## config.mk

```make
export PLATFORM = sky130hd
export DESIGN_NAME = lux_window_alarm
export DESIGN_NICKNAME = d
export VERILOG_FILES = /design/src/rtl/lwa_pkg.sv /design/src/rtl/lwa_run_decode.sv /design/src/rtl/lwa_window_cmp.sv /design/src/rtl/lwa_run_latch.sv /design/src/rtl/lux_window_alarm.sv
export SDC_FILE = /design/constraint.sdc
export NUM_CORES = 1
export LEC_CHECK = 0
export BUFFER_PORTS_ARGS = -buffer_cell sky130_fd_sc_hd__buf_2
export CAP_MARGIN = 20
export CORE_ASPECT_RATIO = 0.6
export CORE_MARGIN = 8
export CORE_UTILIZATION = 40
export CTS_BUF_LIST = sky130_fd_sc_hd__clkbuf_16
export CTS_CLUSTER_DIAMETER = 50
export DETAILED_ROUTE_END_ITERATION = 8
export GPL_TIMING_DRIVEN = 1
export PLACE_DENSITY = 0.72
export SYNTH_ARGS = -nofsm -noshare
export SYNTH_HDL_FRONTEND = slang
export SYNTH_HIERARCHICAL = 1
export SYNTH_SLANG_ARGS = --single-unit
```

## constraint.sdc

```tcl
create_clock -name clk -period 1.9 [get_ports clk]
set_clock_uncertainty 0.2 [all_clocks]
set_input_delay 0.285 -clock clk [delete_from_list [all_inputs] [get_ports clk]]
set_output_delay 0.285 -clock clk [all_outputs]
set_load 0.02 [all_outputs]
```

## src/rtl/lwa_pkg.sv

```systemverilog
`timescale 1ns/1ps
// Shared constants and the encoding of the persistence selector.
package lwa_pkg;
    typedef enum logic [1:0] {
        RUN_1  = 2'b00,
        RUN_4  = 2'b01,
        RUN_8  = 2'b10,
        RUN_16 = 2'b11
    } run_sel_e;

    localparam int unsigned MAX_RUN = 16;
    localparam int unsigned RUN_W   = $clog2(MAX_RUN + 1);
endpackage

```

## src/rtl/lwa_run_decode.sv

```systemverilog
`timescale 1ns/1ps
// Converts the 2-bit persistence selector into the run length that must be reached.
// Assumes the run counter is RUN_W bits wide and can hold the largest length.
module lwa_run_decode
    import lwa_pkg::*;
#(
    parameter int unsigned W = RUN_W
) (
    input  logic [1:0]   sel,
    output logic [W-1:0] need
);
    // Map each encoding to its number of consecutive results.
    always_comb begin
        unique case (run_sel_e'(sel))
            RUN_1:   need = W'(1);
            RUN_4:   need = W'(4);
            RUN_8:   need = W'(8);
            default: need = W'(16);
        endcase
    end
endmodule

```

## src/rtl/lwa_window_cmp.sv

```systemverilog
`timescale 1ns/1ps
// Decides whether a result lies outside the window.
// Only the top THR_W bits of the result are compared; the bounds are inclusive.
module lwa_window_cmp #(
    parameter int unsigned RES_W = 16,
    parameter int unsigned THR_W = 8
) (
    input  logic [RES_W-1:0] res,
    input  logic [THR_W-1:0] thr_hi,
    input  logic [THR_W-1:0] thr_lo,
    output logic             out_of_win
);
    localparam int unsigned LSB = RES_W - THR_W;

    logic [THR_W-1:0] level;
    logic             above;
    logic             below;

    // Pick the upper part of the result as the compared light level.
    always_comb level = res[RES_W-1:LSB];

    // Strict comparisons: a level equal to a bound is still inside the window.
    always_comb begin
        above      = level > thr_hi;
        below      = level < thr_lo;
        out_of_win = above | below;
    end
endmodule

```

## src/rtl/lwa_run_latch.sv

```systemverilog
`timescale 1ns/1ps
// Counts consecutive out-of-window results and latches the alarm when the run
// reaches the required length. Assumes need is between 1 and MAX_RUN.
module lwa_run_latch
    import lwa_pkg::*;
#(
    parameter int unsigned LIMIT = MAX_RUN,
    parameter int unsigned W     = RUN_W
) (
    input  logic         clk,
    input  logic         rst_n,
    input  logic         valid,
    input  logic         out_of_win,
    input  logic         clear,
    input  logic [W-1:0] need,
    output logic         flag,
    output logic [W-1:0] run
);
    logic [W-1:0] run_inc;

    // Saturating increment so the counter never wraps while the alarm is latched.
    always_comb run_inc = (run == W'(LIMIT)) ? run : run + W'(1);

    // Run counter: clear wins, an in-window result resets, an out-of-window one extends.
    always_ff @(posedge clk) begin
        if (!rst_n)          run <= '0;
        else if (clear)      run <= '0;
        else if (valid)      run <= out_of_win ? run_inc : '0;
    end

    // Alarm latch: set when the run completes, held until a clear.
    always_ff @(posedge clk) begin
        if (!rst_n)                                    flag <= 1'b0;
        else if (clear)                                flag <= 1'b0;
        else if (valid && out_of_win && run_inc >= need) flag <= 1'b1;
    end

    p_run_bounded_r4: assert property (@(posedge clk) disable iff (!rst_n)
        run <= W'(LIMIT));
    p_rise_cause_r5: assert property (@(posedge clk) disable iff (!rst_n)
        $rose(flag) |-> $past(valid && out_of_win));
    p_inwin_zero_r6: assert property (@(posedge clk) disable iff (!rst_n)
        (valid && !out_of_win && !clear) |=> (run == '0));
    p_idle_hold_r7: assert property (@(posedge clk) disable iff (!rst_n)
        (!valid && !clear) |=> ($stable(run) && $stable(flag)));
    p_latch_hold_r8: assert property (@(posedge clk) disable iff (!rst_n)
        (flag && !clear) |=> flag);
    p_clear_r9: assert property (@(posedge clk) disable iff (!rst_n)
        clear |=> (!flag && run == '0));
endmodule

```

## src/rtl/lux_window_alarm.sv

```systemverilog
`timescale 1ns/1ps
// Window alarm with persistence filter. Compares each strobed result against
// two byte-wide bounds, requires a selectable run of out-of-window results and
// drives an open-drain style enable that only ever pulls the interrupt line low.
module lux_window_alarm
    import lwa_pkg::*;
#(
    parameter int unsigned RES_W = 16,
    parameter int unsigned THR_W = 8
) (
    input  logic             clk,
    input  logic             rst_n,
    input  logic             res_valid,
    input  logic [RES_W-1:0] res_data,
    input  logic [THR_W-1:0] thr_hi,
    input  logic [THR_W-1:0] thr_lo,
    input  logic [1:0]       persist_sel,
    input  logic             irq_clear,
    output logic             irq_flag,
    output logic             irq_pull_en
);
    logic             outside;
    logic [RUN_W-1:0] need;
    logic [RUN_W-1:0] run;

    lwa_window_cmp #(.RES_W(RES_W), .THR_W(THR_W)) u_cmp (
        .res        (res_data),
        .thr_hi     (thr_hi),
        .thr_lo     (thr_lo),
        .out_of_win (outside)
    );

    lwa_run_decode #(.W(RUN_W)) u_dec (
        .sel  (persist_sel),
        .need (need)
    );

    lwa_run_latch #(.LIMIT(MAX_RUN), .W(RUN_W)) u_latch (
        .clk        (clk),
        .rst_n      (rst_n),
        .valid      (res_valid),
        .out_of_win (outside),
        .clear      (irq_clear),
        .need       (need),
        .flag       (irq_flag),
        .run        (run)
    );

    // Pin model: pull low while the alarm is latched, release otherwise.
    assign irq_pull_en = irq_flag;

    p_run_in_range_r4: assert property (@(posedge clk) disable iff (!rst_n)
        (irq_flag == 1'b0) |-> (run < need || run == '0 || !$past(res_valid)));
endmodule

```

# Yosys cells after proc, flatten, opt, wreduce, memory -nomap -nowiden
# Index checks and enable logic that the tools add are counted.
# W data, S select, Z words.
[word_totals] ff_bits=6 out_inout_bits=2 in_bits=38 wordCells=18
[classes] n_addsub=1 muxes=3 eq_ne=3 n_reduce_logical=4 order_cmp=3 n_bitwise=2
[op_table] cell="$pmux W5 S3" n=1
[op_table] cell="$mux W5" n=2
[op_table] cell="$gt A8 B8 Y1" n=1
[op_table] cell="$lt A8 B8 Y1" n=1
[op_table] cell="$add A5 B1 Y5 const B" n=1
[op_table] cell="$eq A5 B5 Y1 const B" n=1
[op_table] cell="$ge A5 B5 Y1" n=1
[op_table] cell="$eq A2 B1 Y1 const B" n=1
[op_table] cell="$eq A2 B2 Y1 const B" n=1
[op_table] cell="$logic_and A1 B1 Y1" n=2
[op_table] cell="$logic_not A2 Y1" n=1
[op_table] cell="$reduce_or A2 Y1" n=1
[op_table] cell="$not A1 Y1" n=1
[op_table] cell="$or A1 B1 Y1" n=1

# Longest topological paths before layout
# Gate-level depths: netlist of the first run.
[depth] word_depth=4 depth_mapped=10

# Cells and area by module
# Netlist of the first run, hierarchy kept.
[by_module_without_submodules] mod="lwa_run_latch" seq_area_each_um2=120.1 n_inst=1 cells_per_inst=58 area_each_um2=461.7
[by_module_without_submodules] mod="lwa_window_cmp" seq_area_each_um2=0.0 n_inst=1 cells_per_inst=56 area_each_um2=379.1
[by_module_without_submodules] mod="lwa_run_decode" seq_area_each_um2=0.0 n_inst=1 cells_per_inst=6 area_each_um2=37.5
[by_module_without_submodules] mod="lux_window_alarm" seq_area_each_um2=0.0 n_inst=1 cells_per_inst=1 area_each_um2=7.5

# Worst setup path after synthesis of the first run
# Ideal clock, no wire load.
[synth_timing] path_type="input-to-reg" startpoint="input thr_hi[7]" endpoint="register u_latch.run[3]" path_stages=10 setup_slack_ns=-0.165 setup_time_ns=0.120 arrival_ns=1.745 path_buffers=0 path_cell_list="inv_1 > ha_1 > nand4_1 > nor3_2 > nor2_1 > a211o_1 > nand2_1 > nor3_1 > a311oi_1 > nor2_1"
[synth_between] elab_chain_cells=3
[synth_lines] item="start, declared" line_no="lux_window_alarm.sv:15" text="input logic [THR_W-1:0] thr_hi,"
[synth_lines] item="$gt A8 B8 Y1" line_no="lwa_window_cmp.sv:24" text="above = level > thr_hi;"
[synth_lines] item="$or A1 B1 Y1" line_no="lwa_window_cmp.sv:26" text="out_of_win = above | below;"
[synth_lines] item="net outside" line_no="lux_window_alarm.sv:22" text="logic outside;"
[synth_lines] item="$mux W5" line_no="lwa_run_latch.sv:28" text="else if (valid) run <= out_of_win ? run_inc : '0;"
[synth_lines] item="end signal, assigned" line_no="lwa_run_latch.sv:28"
[synth_lines] item="end, declared" line_no="lwa_run_latch.sv:17" text="output logic [W-1:0] run"
# The timed path passes the listed nets, and every way through them passes these cells.
# A chain may end at the register's enable or synchronous reset.

# Worst setup path in the final report of the first run
[layout_timing] startpoint="register u_latch.run[1]" endpoint="register u_latch.flag"
[layout_between] elab_chain_cells=4 word_cells_on_any_way=5 cone_classes="1 x add/sub; 1 x order compare; 1 x eq/ne; 1 x mux; 1 x reduce/logical"
[layout_lines] item="$add A5 B1 Y5 or $eq A5 B5 Y1 (tied branches)" line_no="lwa_run_latch.sv:22" text="always_comb run_inc = (run == W'(LIMIT)) ? run : run + W'(1);"
[layout_lines] item="$mux W5 *" line_no="lwa_run_latch.sv:22"
[layout_lines] item="$ge A5 B5 Y1 *" line_no="lwa_run_latch.sv:35" text="else if (valid && out_of_win && run_inc >= need) flag <= 1'b1;"
[layout_lines] item="$logic_and A1 B1 Y1 *" line_no="lwa_run_latch.sv:35"
[layout_lines] item="end signal, assigned" line_no="lwa_run_latch.sv:33" text="if (!rst_n) flag <= 1'b0;"
[layout_lines] item="end signal, assigned" line_no="lwa_run_latch.sv:34" text="else if (clear) flag <= 1'b0;"
[layout_lines] item="end signal, assigned" line_no="lwa_run_latch.sv:35"
[layout_lines] item="end, declared" line_no="lwa_run_latch.sv:16" text="output logic flag,"
# Mark *: on every way between the ends. The rest lies on a longest branch, timed or not.

==> results of run 1 <==
[worst max-delay path, stage by stage, from the launching register on]
cell	delay [ps]
dfxtp_2	310
inv_2	60
ha_4	130
nand3b_1	130
nor2_2	140
xnor2_1	130
ha_1	250
nand2b_4	140
a211o_1	250
o211ai_1	90
a211oi_1	90
[path summary, 6_finish.rpt]
path / start / endpoint
min: res_valid / u_latch/run[1]
min reg2reg: u_latch/run[2] / u_latch/run[2]
max: u_latch/run[1] / u_latch/flag
max reg2reg: u_latch/run[1] / u_latch/flag
[layout by cell type (no fill, tap or decap), types with 5 or more instances in the layout]
| cell type | count |
|---|---|
| ha_1 | 17 |
| ha_4 | 5 |
| nor2_1 | 9 |
| inv_1 | 17 |
| nand2_1 | 5 |
| a21oi_1 | 7 |
| buf_6 | 7 |
| buf_4 | 10 |
| buf_2 | 23 |
| nand3_1 | 5 |
[final cells by class]
class                      instances  area [um2]
inverter                          23        91.3
clock buffer                       3        75.1
fill                             180         727
sequential                         6         123
timing repair buffer              42         299
tap                               30        37.5
multi-input combinational         90         778
[cell usage after synthesis]
cell type	number
or3_1	2
xnor2_1	3
nor2b_1	3
nor3_1	4
nor3b_1	1
mux2i_1	1
nor2_1	9
buf_4	2
and2b_2	1
nor3_2	1
ha_1	22
a21oi_1	9
nand2b_1	4
nand2_1	7
conb_1	1
o21ai_0	5
a21o_1	1
and2_2	1
a311oi_1	2
nand3_1	5
a211o_1	2
nand3b_1	1
nor2_2	1
a31oi_1	1
nand4_1	1
inv_1	23
o211ai_1	1
dfxtp_1	6
a211oi_1	1
[power by group through the flow]
stage | Sequential, mW | Clock, mW | Combinational (mW)
2_1_floorplan | 0.134 | 0 | 0.0939
3_3_place_gp | 0.132 | 0 | 0.156
3_5_place_dp | 0.132 | 0 | 0.162
4_1_cts | 0.130 | 0.359 | 0.170
5_1_grt | 0.130 | 0.366 | 0.239
6_report | 0.130 | 0.353 | 0.213
[flip-flops by register name, indices dropped and copies added, names as in the netlist]
register      flops
u_latch/flag      1
u_latch/run       5
[stage by stage]
stage               worst slack (ps)  TNS, ps  util, %
finish                          -131     -279     65.9
global route                    -251     -818     65.9
CTS                             -127     -127     58.5
detailed placement              -299    -1510     53.8
global placement                -244    -1170     53.8
floorplan                      -71.3    -98.4        -
[metal layers]
| layer | vias up | global-route usage [%] |
|---|---|---|
| met1 | 399 | 13.2 |
| li1 | 497 | - |
| met4 | 0 | 6.65 |
| met2 | 32 | 21.3 |
| met3 | 5 | 4.45 |
| met5 | - | 0 |
[repair_timing]
| action | CTS | global route |
|---|---|---|
| resized for setup | 2 | 37 |
| setup endpoints to repair | 5 | 6 |
| buffers inserted | 2 | 0 |
| hold endpoints to repair | 0 | 0 |
| hold buffers | 0 | 0 |
| pin swaps | 6 | 8 |
[kinds of logic after synthesis]
group | count (synthesis) | synth area share, %
other cells | 1 | 0.423
flops | 6 | 13.6
xor+xnor | 3 | 2.97
fa+ha+maj | 22 | 31.1
compound gates | 22 | 15.1
mux | 1 | 1.13
buf+inv | 25 | 11.4
simple gates | 41 | 24.3
==> flow_summary.ini, run 1 <==
[detailed_routing]
post-route-drc-count = 0
ant_nets = 0
avgViaCountPerCell = 4.81
vias = 933
dr.pass1.iters = 4
finalWirelength_um = 2550
drt-met1-wl_um = 1040
wl_per_cell_um = 13.2
top_layer = met4
met3_length_um = 198
dr.first_iter.drc_count = 40
routed-wl-met2_um = 1270

[power]
power_frac_comb_pct = 30.7
seqPwrFrac_pct = 18.7
leakage_nw = 0.693
total_power_uw = 696
internal_power_uw = 513
peakVddDrop_mv = 0.322
power_density_nw_per_um2 = 496
p_sw_uw = 183
switching_share_pct = 26.4
p_clk_share_pct = 50.6

[finish]
n_antenna_cell = 0
fin_area_um2 = 1400
final_cells = 194
drive_gt1_share_pct = 43.9
nets = 226
area_delta_synth_final_pct = 58.5

[placement]
dp_hpwl_um = 1890
gp_congestion = 0.766
dp.cells = 189
numPortBuffers = 31
placed_area_um2 = 1150

[worst_setup_path]
arrival_ps = 1940
cp_max_fo = 2
start_kind = register
path_class = reg -> reg
rrSetupSlack_ps = -130
required_ps = 1810
r2r_cells = 10
endpoint_kind = register

[logic_synthesis]
netlist_area_um2 = 886
ys_seq_area_share_pct = 13.6
syn_inst = 121
netlist.area_leader.share_pct = 31.1
syn-mean-instance-area_um2 = 7.32
syn_nets = 181
yosys_warnings = 6
ys_types = 29
synth_area_leaders = ha_1 (31%), dfxtp_1 (14%), inv_1 (9.7%), a21oi_1 (5.1%), nor2_1 (3.8%)
yosys.area.top_type = ha_1
synth_seq_cells = 6

[floorplanning]
start_util_pct = 41.6
die_area_um2 = 4030
die_w_um = 76.8
die_y_um = 52.5
core_area_um2 = 2130
pin_count = 40
rows = 13

[clock_network]
clk_path_buf_depth = 2
cts_inserted_buffers = 3
htreeDepth = 1
cts.sink_count = 6
cts-root-buf = clkbuf_16
path_clk_slew_ps = 40
clk-insertion-delay-late_ps = 230
cts_tree = built

[grt]
grt_pass1_vias = 919
antenna_found_initial = 0
grt.overflow.total = 0
grt_pass1_wl_um = 3940
track_usage_pct = 12.3
grt_start_max_net_pins = 8

[run_status]
status = complete, but fails checks
violations = negative setup slack

[sta]
whs_ps = 212
min_period_ps = 2030
slew_violations = 0
setup_viol_count_final = 4
timing.fmax_ghz = 0.492
timing.final.crit_share_pct = 107
hold_viol_final = 0
rsz0062_at_grt = yes
fin_ws_ps = -131

[job]
cap_violations = 0

[min_path]
min_path_type = in -> reg
hold_depth = 3
Note: power is estimated with default switching activity, not from simulation.
==> run 2, diff against run 1 <==
--- a/config.mk
+++ b/config.mk
@@ -13,8 +13,9 @@
 export CTS_BUF_LIST = sky130_fd_sc_hd__clkbuf_16
 export CTS_CLUSTER_DIAMETER = 50
 export DETAILED_ROUTE_END_ITERATION = 8
-export GPL_TIMING_DRIVEN = 1
+export GPL_TIMING_DRIVEN = 0
 export PLACE_DENSITY = 0.72
+export SETUP_SLACK_MARGIN = 0.3
 export SYNTH_ARGS = -nofsm -noshare
 export SYNTH_HDL_FRONTEND = slang
 export SYNTH_HIERARCHICAL = 1
==> run 2 against run 1 <==
Against the previous run: the run still ends with negative setup slack left; hold slack gained 25 ps; total power grew 7.2%; clock-buffer cell count is the same; sequential share of layout area shrank 0.68 points; setup slack lost 47 ps; non-clock buffer count shrank 1; wire length grew 1.1%; largest cell class unchanged.
==> flow_summary.ini, run 2 (synthesized netlist as in run 1, its figures left out) <==
[run_status]
status = complete, but fails checks
violations = negative setup slack

[worst_setup_path]
reg2reg_from = u_latch/run[1]
cp-endpoint = u_latch/flag
path_cells = inv_4 > ha_4 > nand3b_1 > nor2_4 > xnor2_2 > ha_1 > nand2b_4 > a211o_1 > o211ai_1 > a211oi_1
cp_max_fo = 3
r2r-end = u_latch/flag
critPathBufInv = 1
rrSetupSlack_ps = -180
endpoint_kind = register
r2r_cells = 10
max_stage_delay_ps = 350
arrival_ps = 1990
path_class = reg -> reg
required_ps = 1810
critical_path.top_delay_family = compound AO/OA/AOI/OAI gates
cp.depth = 10
crit_start = u_latch/run[1]
slowest_stage = dfxtp_4
start_kind = register

[sta]
min_period_ps = 2080
timing.fmax_ghz = 0.481
slew_violations = 0
rsz0062_at_grt = yes
timing.final.crit_share_pct = 109
fin_ws_ps = -177
hold_viol_final = 0
setup_viol_count_final = 3

[placement]
placed_area_um2 = 1290
dp.cells = 182
gp_congestion = 0.810
numPortBuffers = 31
dp_slack_ps = -325
dp_hpwl_um = 2050

[floorplanning]
rows = 13
die_y_um = 52.5
die_area_um2 = 4030
core_area_um2 = 2130
die_w_um = 76.8
pin_count = 40
start_util_pct = 41.6

[clock_network]
ctsHoldBuffers = 0
cts_inserted_buffers = 3
cts_tree = built
clk_path_buf_depth = 2
cts.sink_count = 6
htreeDepth = 1
path_clk_slew_ps = 40
cts-root-buf = clkbuf_16
clk-insertion-delay-late_ps = 230

[power]
peakVddDrop_mv = 0.242
leakage_nw = 0.702
total_power_uw = 747
power_density_nw_per_um2 = 471

[finish]
area_delta_synth_final_pct = 79.0
final_cell_mix = buf_2 (18), ha_4 (14), buf_4 (12)
final_common_cell = buf_2
largestRegisters = u_latch/run x5, u_latch/flag x1
top_register = u_latch/run
fin_util_pct = 74.4
fin_area_um2 = 1590
largest_reg_flops = 5
drive_gt1_share_pct = 55.2
n_antenna_cell = 0
nets = 225
final_cells = 193

[detailed_routing]
ant_nets = 0
vias = 949
wl_per_cell_um = 13.4
avgViaCountPerCell = 4.92
dr.pass1.iters = 4
post-route-drc-count = 0
finalWirelength_um = 2580
dr.first_iter.drc_count = 125

[min_path]
min_path_type = in -> reg

[job]
cap_violations = 0

[grt]
grt.overflow.total = 0
antenna_found_initial = 0
grt_pass1_wl_um = 4200
grt_start_max_net_pins = 8
track_usage_pct = 12.8
grt_pass1_vias = 924
[run 2: cell type report]
class	count	area (um2)
inverter	23	134
clock buffer	3	75.1
sequential	6	128
buffer	2	15.0
tap	30	37.5
timing repair buffer	39	293
fill	142	546
multi-input combinational	90	903
[run 2: metal layers]
metal	up-vias	wire (um)	track usage, %	share of wire [%]
met5	-	0	0	0
met4	0	8	1.58	0.31
met3	2	195	4.62	7.6
met2	40	1140	18.9	44
met1	413	1230	17.6	48
li1	494	-	-	-
[run 2: where the power goes]
part / internal (mW) / switching [mW] / total [mW]
sequential: 0.127 / 0.00246 / 0.129
clock: 0.271 / 0.0808 / 0.352
combinational: 0.144 / 0.121 / 0.265
[run 2: worst min path at each step]
stage          cells after the start    startpoint              to  slack (ps)
5_1_grt                            3     res_valid  u_latch/run[1]         240
6_report                           3     res_valid  u_latch/run[1]         240
3_3_place_gp                       2  u_latch/flag    u_latch/flag         310
2_1_floorplan                      2     res_valid  u_latch/run[1]         250
3_5_place_dp                       2  u_latch/flag    u_latch/flag         310
4_1_cts                            3     res_valid  u_latch/run[1]         220
[run 2: metrics by stage]
| stage | setup TNS (ps) | hold WS (ps) |
|---|---|---|
| global placement | -1300 | 306 |
| global route | -744 | 239 |
| CTS | -181 | 218 |
| finish | -274 | 236 |
| detailed placement | -1480 | 313 |
| floorplan | -70.8 | 248 |
[run 2: tightest hold or removal path: cells and delay by family]
| family | cells | cell delay, ps |
|---|---|---|
| simple gates | 1 | 110 |
| compound gates | 1 | 70 |
| buf+inv | 1 | 150 |
[run 2: what timing repair did]
action / in CTS / in global routing
pin swaps: 17 / 4
buffers inserted: 7 / 1
resized for setup: 35 / 2
endpoints found under the setup margin: 6 / 6
==> run 3, diff against run 2 <==
--- a/config.mk
+++ b/config.mk
@@ -13,7 +13,7 @@
 export CTS_BUF_LIST = sky130_fd_sc_hd__clkbuf_16
 export CTS_CLUSTER_DIAMETER = 50
 export DETAILED_ROUTE_END_ITERATION = 8
-export GPL_TIMING_DRIVEN = 0
+export GPL_TIMING_DRIVEN = 1
 export PLACE_DENSITY = 0.72
 export SETUP_SLACK_MARGIN = 0.3
 export SYNTH_ARGS = -nofsm -noshare
==> run 3 against run 2 <==
Against the previous run: the flow still finishes with violations (negative setup slack); register-to-register slack is essentially flat; wire length grew 30%; via count grew 8.2%; flip-flop and latch count is the same; global-route usage grew 1.1 points; critical endpoint is now u_latch/run[0]; hold slack lost 41 ps; first-iteration DRC count shrank 46%; die area is the same; sequential share of layout area shrank 0.56 points.
==> flow_summary.ini, run 3 (synthesized netlist as in run 1, its figures left out) <==
[floorplanning]
pin_count = 40
rows = 13
die_w_um = 76.8
start_util_pct = 41.6
die_area_um2 = 4030
core_area_um2 = 2130
die_y_um = 52.5

[grt]
track_usage_pct = 13.9
grt_pass1_vias = 985
grt_start_max_net_pins = 8
use_met1_pct = 17.5
busiest_layer = met2
antenna_found_initial = 0
grt.overflow.total = 0
grt_use_met3_pct = 3.77
grtUsageMet2_pct = 24.3
grt_pass1_wl_um = 4520

[worst_setup_path]
r2r-end = u_latch/flag
slowest_stage = or3_1
cp_max_fo = 3
start_kind = input pin
required_ps = 1840
reg2reg_from = u_latch/run[0]
critPathBufInv = 3
rrSetupSlack_ps = -190
crit_start = thr_lo[1]
endpoint_kind = register
r2r_cells = 10
arrival_ps = 2100
path_cells = buf_2 > inv_2 > ha_4 > nor3b_1 > o21ai_1 > a21oi_1 > a211o_1 > nand2_2 > buf_6 > or3_1 > a31oi_1
path_class = in -> reg
max_stage_delay_ps = 350
critical_path.top_delay_family = compound AO/OA/AOI/OAI gates

[placement]
placed_area_um2 = 1350
dp_slack_ps = -301
dp_hpwl_um = 2190
gp_congestion = 0.837
numPortBuffers = 31
dp.cells = 189

[job]
cap_violations = 0

[sta]
slew_violations = 0
hold_viol_final = 0
min_period_ps = 2170
tns_ps = -1010
timing.final.crit_share_pct = 114
rsz0062_at_grt = yes
timing.fmax_ghz = 0.462
setup_viol_count_final = 5
fin_ws_ps = -266

[finish]
final_cell_mix = buf_2 (22), buf_6 (12), buf_4 (12), ha_4 (12), ha_1 (10)
final_common_cell = buf_2
fin_area_um2 = 1620
final_cells = 200
nets = 232
largestRegisters = u_latch/run x5, u_latch/flag x1
n_fill_cell = 136
drive_gt1_share_pct = 57.6
largest_reg_flops = 5
top_register = u_latch/run
area_delta_synth_final_pct = 82.9
n_antenna_cell = 0

[clock_network]
clk-insertion-delay-late_ps = 230
clk_path_buf_depth = 2
cts-root-buf = clkbuf_16
path_clk_slew_ps = 40
cts_tree = built
htreeDepth = 1
cts_inserted_buffers = 3
cts.sink_count = 6
ctsHoldBuffers = 0

[detailed_routing]
finalWirelength_um = 3340
post-route-drc-count = 0
dr.pass1.iters = 4
ant_nets = 0
vias = 1027
avgViaCountPerCell = 5.14
wl_per_cell_um = 16.7
dr.first_iter.drc_count = 67

[power]
total_power_uw = 771
power_density_nw_per_um2 = 476
peakVddDrop_mv = 0.279
leakage_nw = 0.733

[min_path]
hold_depth = 3
min_path_type = in -> reg
hp-start = res_valid
hold_end = u_latch/run[1]

[run_status]
status = complete, but fails checks
violations = negative setup slack
==> run 3: cell count changes in the layout (fill, tap and decap cells not counted), moves of 2 or more <==
cell / change
buf_2: +4
buf_6: +2
dfxtp_4: -2
ha_1: +2
ha_4: -2
inv_2: +2
inv_4: -2
nand3_1: -2
nand3_2: +2
nor2_2: +2
o21ai_1: -2
==> run 3: through the flow <==
step	util, %	hold WS [ps]
floorplan	-	248
global placement	63.1	308
detailed placement	63.1	337
CTS	72.9	192
global route	76.0	192
finish	76.0	195
==> run 3: how the worst max path moves through the flow <==
| stage | cells past startpoint | end | slack, ps |
|---|---|---|---|
| final | 11 | u_latch/run[0] | -270 |
| after global placement | 11 | u_latch/run[4] | -270 |
| after global routing | 11 | u_latch/run[0] | -360 |
| after CTS | 10 | u_latch/flag | -160 |
| after floorplan | 10 | u_latch/flag | -70 |
| after detailed placement | 10 | u_latch/run[0] | -300 |
==> run 3: cell type report <==
type,instances,area (um2),share of cell area (%)
clock buffer,3,75.1,4.63
inverter,23,129,7.95
multi-input combinational,90,892,55.1
tap,30,37.5,2.32
timing repair buffer,48,365,22.5
sequential,6,121,7.49
==> run 3: power by group <==
group | switching [mW] | total, mW | internal [mW]
Clock | 0.0759 | 0.346 | 0.271
Combinational | 0.135 | 0.294 | 0.159
Sequential | 0.00143 | 0.130 | 0.129
Total | 0.213 | 0.771 | 0.558
==> run 3: repair_timing <==
item | in CTS | in global routing
resized for setup | 20 | 13
pin swaps | 20 | 8
setup buffers | 7 | 1
cloned | 0 | 0
setup endpoints to repair | 6 | 6
==> run 3: worst min-delay path: cells and delay by family <==
kind / cells / cell delay (ps)
and+or+nand+nor: 1 / 80
buffers and inverters: 1 / 150
AOI/OAI and AO/OA: 1 / 50
==> run 3: per-layer routing <==
metal	part of all wire (%)	wire length [um]	up-vias
met5	0	0	-
met4	2.8	92	0
met3	7.6	254	9
met2	45	1510	52
met1	45	1490	458
li1	-	-	508
